==> config.mk <==
export PLATFORM = sky130hd
export DESIGN_NAME = batt_cap_regs
export DESIGN_NICKNAME = d
export VERILOG_FILES = /design/src/rtl/gauge_pkg.sv /design/src/rtl/gauge_cap_counter.sv /design/src/rtl/gauge_comp_track.sv /design/src/rtl/gauge_pct_div.sv /design/src/rtl/gauge_host_port.sv /design/src/rtl/batt_cap_regs.sv
export SDC_FILE = /design/constraint.sdc
export NUM_CORES = 1
export LEC_CHECK = 0
export ABC_AREA = 1
export BUFFER_PORTS_ARGS = -buffer_cell sky130_fd_sc_hd__buf_2
export CAP_MARGIN = 25
export CORE_MARGIN = 1.5
export CORE_UTILIZATION = 40
export CTS_CLUSTER_SIZE = 40
export DETAILED_ROUTE_END_ITERATION = 10
export HOLD_SLACK_MARGIN = 0.06
export PLACE_DENSITY = 0.64
export SYNTH_ARGS = -nofsm -noshare
export SYNTH_HDL_FRONTEND = slang
export SYNTH_SLANG_ARGS = --single-unit
==> constraint.sdc <==
create_clock -name clk -period 10.1 [get_ports clk]
set_input_delay 2.525 -clock clk [delete_from_list [all_inputs] [get_ports clk]]
set_output_delay 2.525 -clock clk [all_outputs]
set_load 0.005 [all_outputs]
==> src/rtl/gauge_pkg.sv <==
package gauge_pkg;
  localparam int unsigned CAP_W  = 16;
  localparam int unsigned BYTE_W = 8;
  localparam logic [7:0] ADDR_PCT  = 8'h0B;
  localparam logic [7:0] ADDR_BASE = 8'h0C;
  localparam int unsigned N_WORDS  = 4;
  typedef logic [CAP_W-1:0] cap_t;
  typedef enum logic [1:0] {
    W_NAC  = 2'd0,
    W_CACD = 2'd1,
    W_CACT = 2'd2,
    W_LMD  = 2'd3
  } word_e;
endpackage

==> src/rtl/gauge_cap_counter.sv <==
module gauge_cap_counter
  import gauge_pkg::*;
(
  input  logic clk,
  input  logic rst_sn,
  input  logic ram_bad,
  input  logic step_vld,
  input  logic step_up,
  input  logic charging,
  input  logic edv_final,
  input  logic edv_first,
  input  logic dq_ok,
  output cap_t nac_o,
  output cap_t lmd_o
);
  localparam cap_t CAP_MAX = {CAP_W{1'b1}};

  cap_t nac_q, nac_d;
  cap_t acc_q, acc_d;
  cap_t lmd_q, lmd_d;
  logic chg_q, edv1_q;
  logic chg_rise, edv1_rise, lmd_ld, dsg_clr;

  assign chg_rise  = charging && !chg_q;
  assign edv1_rise = edv_first && !edv1_q;
  assign lmd_ld    = edv1_rise && dq_ok && !charging;
  assign dsg_clr   = edv_final && !charging;

  always_comb begin
    nac_d = nac_q;
    if (!rst_sn) begin
      if (ram_bad) nac_d = '0;
    end else if (dsg_clr) begin
      nac_d = '0;
    end else if (step_vld) begin
      if (step_up) nac_d = (nac_q == CAP_MAX) ? nac_q : nac_q + 1'b1;
      else         nac_d = (nac_q == '0)      ? nac_q : nac_q - 1'b1;
    end
  end

  always_comb begin
    acc_d = acc_q;
    if (chg_rise)                                      acc_d = '0;
    else if (step_vld && !step_up && acc_q != CAP_MAX) acc_d = acc_q + 1'b1;
  end

  always_comb begin
    lmd_d = lmd_q;
    if (lmd_ld) lmd_d = acc_q;
  end

  // Count survives reset unless corruption is flagged, so it has no async clear.
  always_ff @(posedge clk) begin
    nac_q <= nac_d;
  end

  always_ff @(posedge clk or negedge rst_sn) begin
    if (!rst_sn) begin
      acc_q  <= '0;
      lmd_q  <= '0;
      chg_q  <= 1'b0;
      edv1_q <= 1'b0;
    end else begin
      acc_q  <= acc_d;
      lmd_q  <= lmd_d;
      chg_q  <= charging;
      edv1_q <= edv_first;
    end
  end

  assign nac_o = nac_q;
  assign lmd_o = lmd_q;

  p_step_up_r1: assert property (@(posedge clk) disable iff (!rst_sn)
    ($past(rst_sn) && $past(step_vld && step_up && !dsg_clr) && $past(nac_q) != CAP_MAX)
      |-> nac_q == $past(nac_q) + 1'b1);

  p_step_dn_r1: assert property (@(posedge clk) disable iff (!rst_sn)
    ($past(rst_sn) && $past(step_vld && !step_up && !dsg_clr) && $past(nac_q) != '0)
      |-> nac_q == $past(nac_q) - 1'b1);

  p_sat_hi_r2: assert property (@(posedge clk) disable iff (!rst_sn)
    ($past(rst_sn) && $past(step_vld && step_up && !dsg_clr) && $past(nac_q) == CAP_MAX)
      |-> nac_q == CAP_MAX);

  p_edv_clear_r3: assert property (@(posedge clk) disable iff (!rst_sn)
    ($past(rst_sn) && $past(edv_final && !charging)) |-> nac_q == '0);

  p_lmd_hold_r7: assert property (@(posedge clk) disable iff (!rst_sn)
    ($past(rst_sn) && !$past(lmd_ld)) |-> $stable(lmd_q));
endmodule

==> src/rtl/gauge_comp_track.sv <==
module gauge_comp_track
  import gauge_pkg::*;
(
  input  logic clk,
  input  logic rst_sn,
  input  logic charging,
  input  cap_t nac,
  input  cap_t comp_cap,
  input  cap_t temp_cap,
  output cap_t cacd_o,
  output cap_t cact_o
);
  cap_t cacd_q, cacd_d;
  cap_t cact_q, cact_d;
  logic upd_en;

  assign upd_en = 1'b1;

  always_comb begin
    if (charging)               cacd_d = nac;
    else if (comp_cap < cacd_q) cacd_d = comp_cap;
    else                        cacd_d = cacd_q;
    cact_d = temp_cap;
  end

  always_ff @(posedge clk or negedge rst_sn) begin
    if (!rst_sn) begin
      cacd_q <= '0;
      cact_q <= '0;
    end else if (upd_en) begin
      cacd_q <= cacd_d;
      cact_q <= cact_d;
    end
  end

  assign cacd_o = cacd_q;
  assign cact_o = cact_q;

  p_track_r5: assert property (@(posedge clk) disable iff (!rst_sn)
    ($past(rst_sn) && $past(charging)) |-> cacd_q == $past(nac));

  p_no_rise_r6: assert property (@(posedge clk) disable iff (!rst_sn)
    ($past(rst_sn) && !$past(charging)) |-> cacd_q <= $past(cacd_q));

  p_temp_copy_r11: assert property (@(posedge clk) disable iff (!rst_sn)
    $past(rst_sn) |-> cact_q == $past(temp_cap));
endmodule

==> src/rtl/gauge_pct_div.sv <==
module gauge_pct_div
  import gauge_pkg::*;
#(
  parameter int unsigned PCT_MAX = 100,
  localparam int unsigned PCT_W  = $clog2(PCT_MAX + 1),
  localparam int unsigned DW     = CAP_W + PCT_W,
  localparam int unsigned CNT_W  = $clog2(DW)
)(
  input  logic             clk,
  input  logic             rst_sn,
  input  cap_t             nac,
  input  cap_t             lmd,
  output logic [PCT_W-1:0] pct_o
);
  logic             busy_q, busy_d;
  logic [CNT_W-1:0] cnt_q, cnt_d;
  cap_t             rem_q, rem_d;
  cap_t             div_q, div_d;
  logic [DW-1:0]    dq_q, dq_d;
  logic [PCT_W-1:0] pct_q, pct_d;

  logic [DW-1:0]    prod;
  logic [CAP_W:0]   rem_sh, rem_sub;
  logic             ge;
  logic [DW-1:0]    dq_n;

  assign prod    = DW'(nac) * DW'(PCT_MAX);
  assign rem_sh  = {rem_q, dq_q[DW-1]};
  assign ge      = rem_sh >= {1'b0, div_q};
  assign rem_sub = rem_sh - {1'b0, div_q};
  assign dq_n    = {dq_q[DW-2:0], ge};

  always_comb begin
    busy_d = busy_q;
    cnt_d  = cnt_q;
    rem_d  = rem_q;
    div_d  = div_q;
    dq_d   = dq_q;
    pct_d  = pct_q;
    if (!busy_q) begin
      dq_d   = prod;
      div_d  = lmd;
      rem_d  = '0;
      cnt_d  = '0;
      busy_d = 1'b1;
    end else begin
      rem_d = CAP_W'(ge ? rem_sub : rem_sh);
      dq_d  = dq_n;
      cnt_d = cnt_q + 1'b1;
      if (cnt_q == CNT_W'(DW - 1)) begin
        busy_d = 1'b0;
        if (div_q == '0)                 pct_d = '0;
        else if (dq_n > DW'(PCT_MAX))    pct_d = PCT_W'(PCT_MAX);
        else                             pct_d = dq_n[PCT_W-1:0];
      end
    end
  end

  always_ff @(posedge clk or negedge rst_sn) begin
    if (!rst_sn) begin
      busy_q <= 1'b0;
      cnt_q  <= '0;
      rem_q  <= '0;
      div_q  <= '0;
      dq_q   <= '0;
      pct_q  <= '0;
    end else begin
      busy_q <= busy_d;
      cnt_q  <= cnt_d;
      rem_q  <= rem_d;
      div_q  <= div_d;
      dq_q   <= dq_d;
      pct_q  <= pct_d;
    end
  end

  assign pct_o = pct_q;

  p_pct_range_r8: assert property (@(posedge clk) disable iff (!rst_sn)
    pct_q <= PCT_W'(PCT_MAX));

  p_pct_only_at_end_r8: assert property (@(posedge clk) disable iff (!rst_sn)
    ($past(rst_sn) && !$past(busy_q)) |-> $stable(pct_q));
endmodule

==> src/rtl/gauge_host_port.sv <==
module gauge_host_port
  import gauge_pkg::*;
#(
  parameter int unsigned PCT_W = 7
)(
  input  logic               clk,
  input  logic               rst_sn,
  input  logic               rd_en,
  input  logic [7:0]         rd_addr,
  input  logic [PCT_W-1:0]   pct,
  input  cap_t               nac,
  input  cap_t               cacd,
  input  cap_t               cact,
  input  cap_t               lmd,
  output logic [BYTE_W-1:0]  rd_data
);
  logic [BYTE_W-1:0] data_q, data_d;
  logic [BYTE_W-1:0] snap_q, snap_d;
  word_e             spair_q, spair_d;
  logic              svld_q, svld_d;

  logic [7:0]        off;
  logic              word_hit, hi_sel;
  word_e             widx;
  cap_t              word;

  assign off      = rd_addr - ADDR_BASE;
  assign word_hit = off < 8'(2 * N_WORDS);
  assign hi_sel   = rd_addr[0];
  assign widx     = word_e'(off[2:1]);

  always_comb begin
    unique case (widx)
      W_NAC:   word = nac;
      W_CACD:  word = cacd;
      W_CACT:  word = cact;
      default: word = lmd;
    endcase
  end

  always_comb begin
    data_d  = data_q;
    snap_d  = snap_q;
    spair_d = spair_q;
    svld_d  = svld_q;
    if (rd_en) begin
      if (rd_addr == ADDR_PCT) begin
        data_d = BYTE_W'(pct);
      end else if (word_hit) begin
        if (!hi_sel) begin
          data_d  = word[BYTE_W-1:0];
          snap_d  = word[CAP_W-1:BYTE_W];
          spair_d = widx;
          svld_d  = 1'b1;
        end else begin
          data_d = (svld_q && spair_q == widx) ? snap_q : word[CAP_W-1:BYTE_W];
          svld_d = 1'b0;
        end
      end else begin
        data_d = '0;
      end
    end
  end

  always_ff @(posedge clk or negedge rst_sn) begin
    if (!rst_sn) begin
      data_q  <= '0;
      snap_q  <= '0;
      spair_q <= W_NAC;
      svld_q  <= 1'b0;
    end else begin
      data_q  <= data_d;
      snap_q  <= snap_d;
      spair_q <= spair_d;
      svld_q  <= svld_d;
    end
  end

  assign rd_data = data_q;

  p_idle_hold_r9: assert property (@(posedge clk) disable iff (!rst_sn)
    ($past(rst_sn) && !$past(rd_en)) |-> $stable(rd_data));

  p_unmapped_zero_r9: assert property (@(posedge clk) disable iff (!rst_sn)
    ($past(rst_sn) && $past(rd_en) && $past(rd_addr) != ADDR_PCT && !$past(word_hit))
      |-> rd_data == '0);

  p_snap_armed_r10: assert property (@(posedge clk) disable iff (!rst_sn)
    ($past(rst_sn) && $past(rd_en && word_hit && !hi_sel && rd_addr != ADDR_PCT))
      |-> svld_q);
endmodule

==> src/rtl/batt_cap_regs.sv <==
module batt_cap_regs
  import gauge_pkg::*;
#(
  parameter int unsigned PCT_MAX   = 100,
  parameter int unsigned RST_STAGES = 2,
  localparam int unsigned PCT_W    = $clog2(PCT_MAX + 1)
)(
  input  logic        clk,
  input  logic        rst_n,
  input  logic        ram_bad,
  input  logic        step_vld,
  input  logic        step_up,
  input  logic        charging,
  input  logic        edv_final,
  input  logic        edv_first,
  input  logic        dq_ok,
  input  logic [15:0] comp_cap,
  input  logic [15:0] temp_cap,
  input  logic        rd_en,
  input  logic [7:0]  rd_addr,
  output logic [7:0]  rd_data
);
  logic [RST_STAGES-1:0] rsync_q;
  logic                  rst_sn;
  cap_t                  nac, lmd, cacd, cact;
  logic [PCT_W-1:0]      pct;

  always_ff @(posedge clk or negedge rst_n) begin
    if (!rst_n) rsync_q <= '0;
    else        rsync_q <= {rsync_q[RST_STAGES-2:0], 1'b1};
  end
  assign rst_sn = rsync_q[RST_STAGES-1];

  gauge_cap_counter u_cnt (
    .clk       (clk),
    .rst_sn    (rst_sn),
    .ram_bad   (ram_bad),
    .step_vld  (step_vld),
    .step_up   (step_up),
    .charging  (charging),
    .edv_final (edv_final),
    .edv_first (edv_first),
    .dq_ok     (dq_ok),
    .nac_o     (nac),
    .lmd_o     (lmd)
  );

  gauge_comp_track u_comp (
    .clk      (clk),
    .rst_sn   (rst_sn),
    .charging (charging),
    .nac      (nac),
    .comp_cap (comp_cap),
    .temp_cap (temp_cap),
    .cacd_o   (cacd),
    .cact_o   (cact)
  );

  gauge_pct_div #(.PCT_MAX(PCT_MAX)) u_div (
    .clk    (clk),
    .rst_sn (rst_sn),
    .nac    (nac),
    .lmd    (lmd),
    .pct_o  (pct)
  );

  gauge_host_port #(.PCT_W(PCT_W)) u_host (
    .clk     (clk),
    .rst_sn  (rst_sn),
    .rd_en   (rd_en),
    .rd_addr (rd_addr),
    .pct     (pct),
    .nac     (nac),
    .cacd    (cacd),
    .cact    (cact),
    .lmd     (lmd),
    .rd_data (rd_data)
  );
endmodule

==> results.json, run 1 <==
{
  "outcome": "finished, final reports clean",
  "rsz0062_at_grt": "no",
  "hold_path.class": "reg2async",
  "vias": 9604,
  "antenna_found_initial": 0,
  "yosys_warnings": 0,
  "io_buffers": 57,
  "netlist_area_um2": 11200,
  "dieArea_um2": 29100,
  "crit_path_top_delay_cell": "nand2_1",
  "die_h_um": 171,
  "synth_top_cell_area_share_pct": 34.5,
  "nets": 1676,
  "cts_tree": "done",
  "fp-row-count": 61,
  "syn_nets": 1629,
  "clockBufferDepth": 2,
  "crit_type": "in2reg",
  "via_per_inst": 5.08,
  "drive_above_1_share_pct": 7.27,
  "fin_crit_ps": 4370,
  "setup_violations": 0,
  "synthCells": 1454,
  "cts_setup_buffers": 0,
  "startpoint": "charging",
  "drt_iter0_drc": 756,
  "place_congestion": 0.868,
  "arrival_ps": 4700,
  "h-tree-depth": 4,
  "synthArstFlopShare_pct": 90.6,
  "regToRegSetupSlack_ps": 6760,
  "cts_inserted_buffers": 17,
  "first_pass_iters": 5,
  "stdcell_count": 1892,
  "worstSkewPairLatency_ps": 440,
  "avgSynthCellArea_um2": 7.73,
  "start_kind": "input port",
  "cts.clk_slew.worst_paths_ps": 70,
  "route.antenna.remaining_nets": 0,
  "ctsHoldBuffers": 0,
  "drv_slew": 0,
  "grt_pass1_vias": 9107,
  "max_freq_mhz": 229,
  "synth_cell_types": 47,
  "synth_ff_type": "dfrtp_1",
  "cp_common_cell": "nor2_1",
  "finalHoldViolations": 0,
  "clock-sinks": 171,
  "required_ps": 10420,
  "top_usage_layer": "met2",
  "tightest_slew_ps": 1020,
  "critPathMaxFanout": 51,
  "clock_skew_ps": 11.4,
  "diodes": 0,
  "dp_hpwl_um": 22400,
  "synth_seq_cells": 171,
  "vdd_drop_max_mv": 0.108,
  "drc": 0,
  "die_x_um": 171,
  "crit_path_end_kind": "register",
  "yosysTopAreaCell": "dfrtp_1",
  "totalNegativeSetupSlack_ps": 0,
  "synth_edf_count": 16,
  "yosysSeqAreaShare_pct": 38.8,
  "path_cells": "buf_2, inv_1, buf_4, nor2_1, inv_1, nand2_1, nand2_1, nor2_1, nand2_1, nor2_1, nor2_1",
  "grt-ovfl-total": 0,
  "grt_max_degree": 80,
  "coreArea_um2": 27700,
  "power.density_nw_per_um2": 219,
  "routed_wirelength_um": 29000,
  "wl_per_cell_um": 15.4,
  "p_leak_uw": 0.00613,
  "max_stage_delay_ps": 560,
  "drv_cap": 0,
  "cts-root-buf": "clkbuf_16",
  "grt_use_met3_pct": 3.17,
  "synth_area_leaders": "dfrtp_1 (34%), ha_1 (12%), nand2_1 (11%)",
  "initial_utilization_pct": 40.6,
  "grt_pass1_wl_um": 47400,
  "r2r_start": "u_cnt.nac_o[3]",
  "grtUsageMet1_pct": 29.4,
  "grt_util_all_layers_pct": 20.8,
  "use_met2_pct": 32.7,
  "ctsResizeCount": 0,
  "period_share_pct": 43.3,
  "relSlewSlack_pct": 31.8,
  "io_pins": 58,
  "dp.cells": 1859,
  "fillers": 2772,
  "area_growth_pct": 11.2
}
per-layer routing:
layer / vias to the layer above / wire (um)
li1: 4887 / -
met1: 4464 / 14300
met2: 216 / 13000
met3: 37 / 1110
met4: 0 / 661
met5: - / 0
cell type report:
cell class | instances | area, um^2 | area share (%)
Clock buffer | 18 | 429 | 3.43
Sequential cell | 171 | 4360 | 34.9
Clock inverter | 14 | 160 | 1.28
Inverter | 193 | 724 | 5.79
Multi-Input combinational cell | 1054 | 6010 | 48.0
Tap cell | 378 | 473 | 3.78
Timing Repair Buffer | 64 | 350 | 2.80
cells in the mapped netlist, types with 2 or more instances:
master and instances:
nand2_1 337, inv_1 190, dfrtp_1 155, o21ai_0 154
nor2_1 121, ha_1 112, a21oi_1 102, nand3_1 94
clkbuf_1 27, nor3_1 20, edfxtp_1 16, fa_1 13
o21a_1 12, xor2_1 12, nand4_1 11, o221ai_1 8
xnor2_1 8, o211ai_1 7, buf_2 5, nor4_1 5
or2_2 5, a31oi_1 3, nand3b_1 3, o31ai_1 3
a21boi_0 2, buf_4 2, inv_2 2, mux2_2 2
nand2_2 2, o21ai_1 2, o21bai_1 2, o22ai_1 2
worst max-delay path, delay by kind of cell:
| family | cells | cell delay (ps) |
|---|---|---|
| and+or+nand+nor | 7 | 1510 |
| buffers and inverters | 4 | 660 |
where the power goes:
part | internal, uW | switching, uW
Clock | 371 | 305
Sequential | 830 | 96.8
Combinational | 415 | 721
placed cells by master (no fill, tap or decap), types with 13 or more instances in the layout:
| master | Yosys | final |
|---|---|---|
| a21oi_1 | 102 | 102 |
| inv_1 | 190 | 190 |
| fa_1 | 13 | 13 |
| buf_2 | 5 | 57 |
| clkbuf_16 | 0 | 17 |
| nand3_1 | 94 | 94 |
| edfxtp_1 | 16 | 16 |
| ha_1 | 112 | 112 |
| o21ai_0 | 154 | 154 |
| nor2_1 | 121 | 121 |
| dfrtp_1 | 155 | 154 |
| nand2_1 | 337 | 337 |
| nor3_1 | 20 | 20 |
final timing paths:
| path | cells after the start | endpoint |
|---|---|---|
| max | 11 | u_cnt.acc_q[12] |
| min | 0 | u_cnt.acc_q[14] |
| max reg2reg | 16 | u_div.dq_q[13] |
| min reg2reg | 0 | u_cnt.acc_q[14] |
| max in group asynchronous | 3 | u_div.dq_q[10] |
| min in group clk | 0 | rsync_q[1] |
metrics by stage:
| step | total power [uW] | hold slack (ps) | instance area (um^2) | utilization (%) | setup slack (ps) |
|---|---|---|---|---|---|
| 6_report | 2740 | 187 | 12500 | 45.1 | 5730 |
| 5_1_grt | 2970 | 207 | 12500 | 45.1 | 5540 |
| 4_1_cts | 2740 | 202 | 12500 | 45.1 | 5780 |
| 3_5_place_dp | 2060 | 195 | 11900 | 42.9 | 5330 |
| 3_3_place_gp | 2040 | 194 | 11900 | 42.9 | 5410 |
| 2_1_floorplan | 1780 | 331 | 11200 | - | 4960 |
logic make-up after synthesis:
family / count (synthesis) / synth area share (%)
mux: 2 / 0.200
other cells: 1 / 0.0333
xor+xnor: 20 / 1.56
buf+inv: 229 / 7.83
fa+ha+maj: 125 / 14.8
compound gates: 302 / 14.5
simple gates: 604 / 22.4
flops: 171 / 38.8
state kept, by name (all words and copies together), names as in the netlist, 8 cells and up:
name / flops
u_div.rem_q: 16
u_cnt.acc_q: 16
u_div.div_q: 16
u_comp.cact_o: 16
u_host.snap_q: 8
u_comp.cacd_o: 16
u_host.rd_data: 8
u_cnt.lmd_o: 16
u_cnt.nac_o: 16
u_div.dq_q: 23
No activity file was read; power rests on OpenSTA's default activity.
==> run 2, diff against run 1 <==
==> constraint.sdc (replaced) <==
create_clock -name clk -period 4.34 [get_ports clk]
set_input_delay 1.085 -clock clk [delete_from_list [all_inputs] [get_ports clk]]
set_output_delay 1.085 -clock clk [all_outputs]
set_load 0.005 [all_outputs]
==> results.json, run 2 (same netlist as run 1, synthesis figures left out) <==
{
  "fillers": 2758,
  "route.antenna.remaining_nets": 0,
  "path_cells": "inv_1, ha_1, ha_1, inv_1, fa_1, inv_1, ha_1, a21oi_1, nand2_1, nand3_1, nand2_1, nand2_1, nand2_1, or2_2, nand3_1, nand2_1",
  "grt_max_degree": 73,
  "hold_path.class": "reg2async",
  "wl_per_cell_um": 15.6,
  "fin_crit_ps": 3280,
  "p_leak_uw": 0.00615,
  "rsz0062_at_grt": "no",
  "fp-row-count": 61,
  "path_delay_family": "adder cells",
  "dr_wl_met3_um": 1120,
  "cts_setup_buffers": 0,
  "area_growth_pct": 11.5,
  "top_register": "u_div.dq_q",
  "io_pins": 58,
  "grt-ovfl-total": 0,
  "drv_cap": 0,
  "topRoutingLayerUsed": "met4",
  "routed_wirelength_um": 29500,
  "drt_iter0_drc": 793,
  "start_kind": "register",
  "cts_inserted_buffers": 17,
  "power.density_nw_per_um2": 513,
  "die_x_um": 171,
  "regToRegSetupSlack_ps": 1060,
  "first_pass_iters": 5,
  "critPathMaxFanout": 5,
  "drv_slew": 0,
  "nets": 1679,
  "drc": 0,
  "drive_above_1_share_pct": 7.39,
  "vias": 9692,
  "final_cell_mix": "nand2_1 (337), inv_1 (190), o21ai_0 (154), dfrtp_1 (154), nor2_1 (121)",
  "max_stage_delay_ps": 500,
  "hold_ws_ps": 311,
  "grt_util_all_layers_pct": 21.4,
  "grt_pass1_vias": 9364,
  "arrival_ps": 3590,
  "setup_violations": 0,
  "h-tree-depth": 4,
  "outcome": "finished, final reports clean",
  "crit_type": "reg2reg",
  "tightest_slew_ps": 999,
  "clock_skew_ps": 15.3,
  "crit_path_end_kind": "register",
  "vdd_drop_max_mv": 0.217,
  "initial_utilization_pct": 40.6,
  "place_congestion": 0.873,
  "worstSkewPairLatency_ps": 430,
  "max_freq_mhz": 305,
  "via_per_inst": 5.12,
  "path_buf_inv": 3,
  "cts-root-buf": "clkbuf_16",
  "ctsHoldBuffers": 0,
  "clock-sinks": 171,
  "period_share_pct": 75.5,
  "wl_met1_um": 14300,
  "dp_hpwl_um": 22700,
  "relSlewSlack_pct": 33.4,
  "dieArea_um2": 29100,
  "crit_path_top_delay_cell": "fa_1",
  "io_buffers": 57,
  "cp_common_cell": "nand2_1",
  "finalHoldViolations": 0,
  "cts.clk_slew.worst_paths_ps": 80,
  "largest_reg_flops": 23,
  "required_ps": 4650,
  "coreArea_um2": 27700,
  "die_h_um": 171,
  "cts_tree": "done",
  "antenna_found_initial": 0,
  "ctsResizeCount": 0,
  "diodes": 0,
  "clockBufferDepth": 2,
  "totalNegativeSetupSlack_ps": 0,
  "wl_met2_um": 13400,
  "layout_commonest_cell": "nand2_1",
  "grt_pass1_wl_um": 49000
}
==> run 2: layer usage <==
layer  vias up  GRT usage (%)
met1      4534           30.4
met5         -              0
met3        26           2.61
li1       4907              -
met2       225           34.2
met4         0           6.35
==> run 2: final cells by class <==
type	instances	area (um^2)	area share, %
Multi-Input combinational cell	1054	6010	47.9
Sequential cell	171	4360	34.8
Timing Repair Buffer	67	360	2.87
Clock inverter	13	179	1.43
Tap cell	378	473	3.77
Clock buffer	18	429	3.42
Inverter	193	724	5.78
==> run 2: worst paths after layout <==
| check | startpoint | endpoint | cells past startpoint |
|---|---|---|---|
| setup / recovery | u_cnt.nac_o[2] | u_div.dq_q[13] | 16 |
| max in group asynchronous | rsync_q[1] | u_div.busy_q | 2 |
| hold / removal | rsync_q[1] | u_cnt.chg_q | 0 |
| setup reg to reg | u_cnt.nac_o[2] | u_div.dq_q[13] | 16 |
| min in group clk | rsync_q[0] | rsync_q[1] | 0 |
| hold reg to reg | rsync_q[1] | u_cnt.chg_q | 0 |
==> run 2: metrics by stage <==
stage,setup WS [ps],utilization (%),power (uW),std cells,instance area [um^2]
after detailed placement,1000,43.0,4800,1863,11900
after CTS,1060,45.2,6450,1894,12500
final,1060,45.2,6440,1894,12500
after floorplan,795,-,4130,1454,11200
after global routing,815,45.2,6990,1894,12500
after global placement,997,43.0,4760,1863,11900
==> run 2: worst reg2reg max path, delay by kind of cell, from the launching register on <==
| kind | cells | cell delay (ps) |
|---|---|---|
| adders and majority gates | 4 | 1370 |
| and+or+nand+nor | 8 | 860 |
| DFF | 1 | 470 |
| buffers and inverters | 3 | 300 |
| AOI/OAI and AO/OA | 1 | 160 |
==> run 2: report_power, final <==
group	switching [uW]	leakage [uW]	internal (uW)
logic	1680	0.00380	971
registers	225	0.00206	1930
clock network	708	0.000300	924
total	2610	0.00615	3830
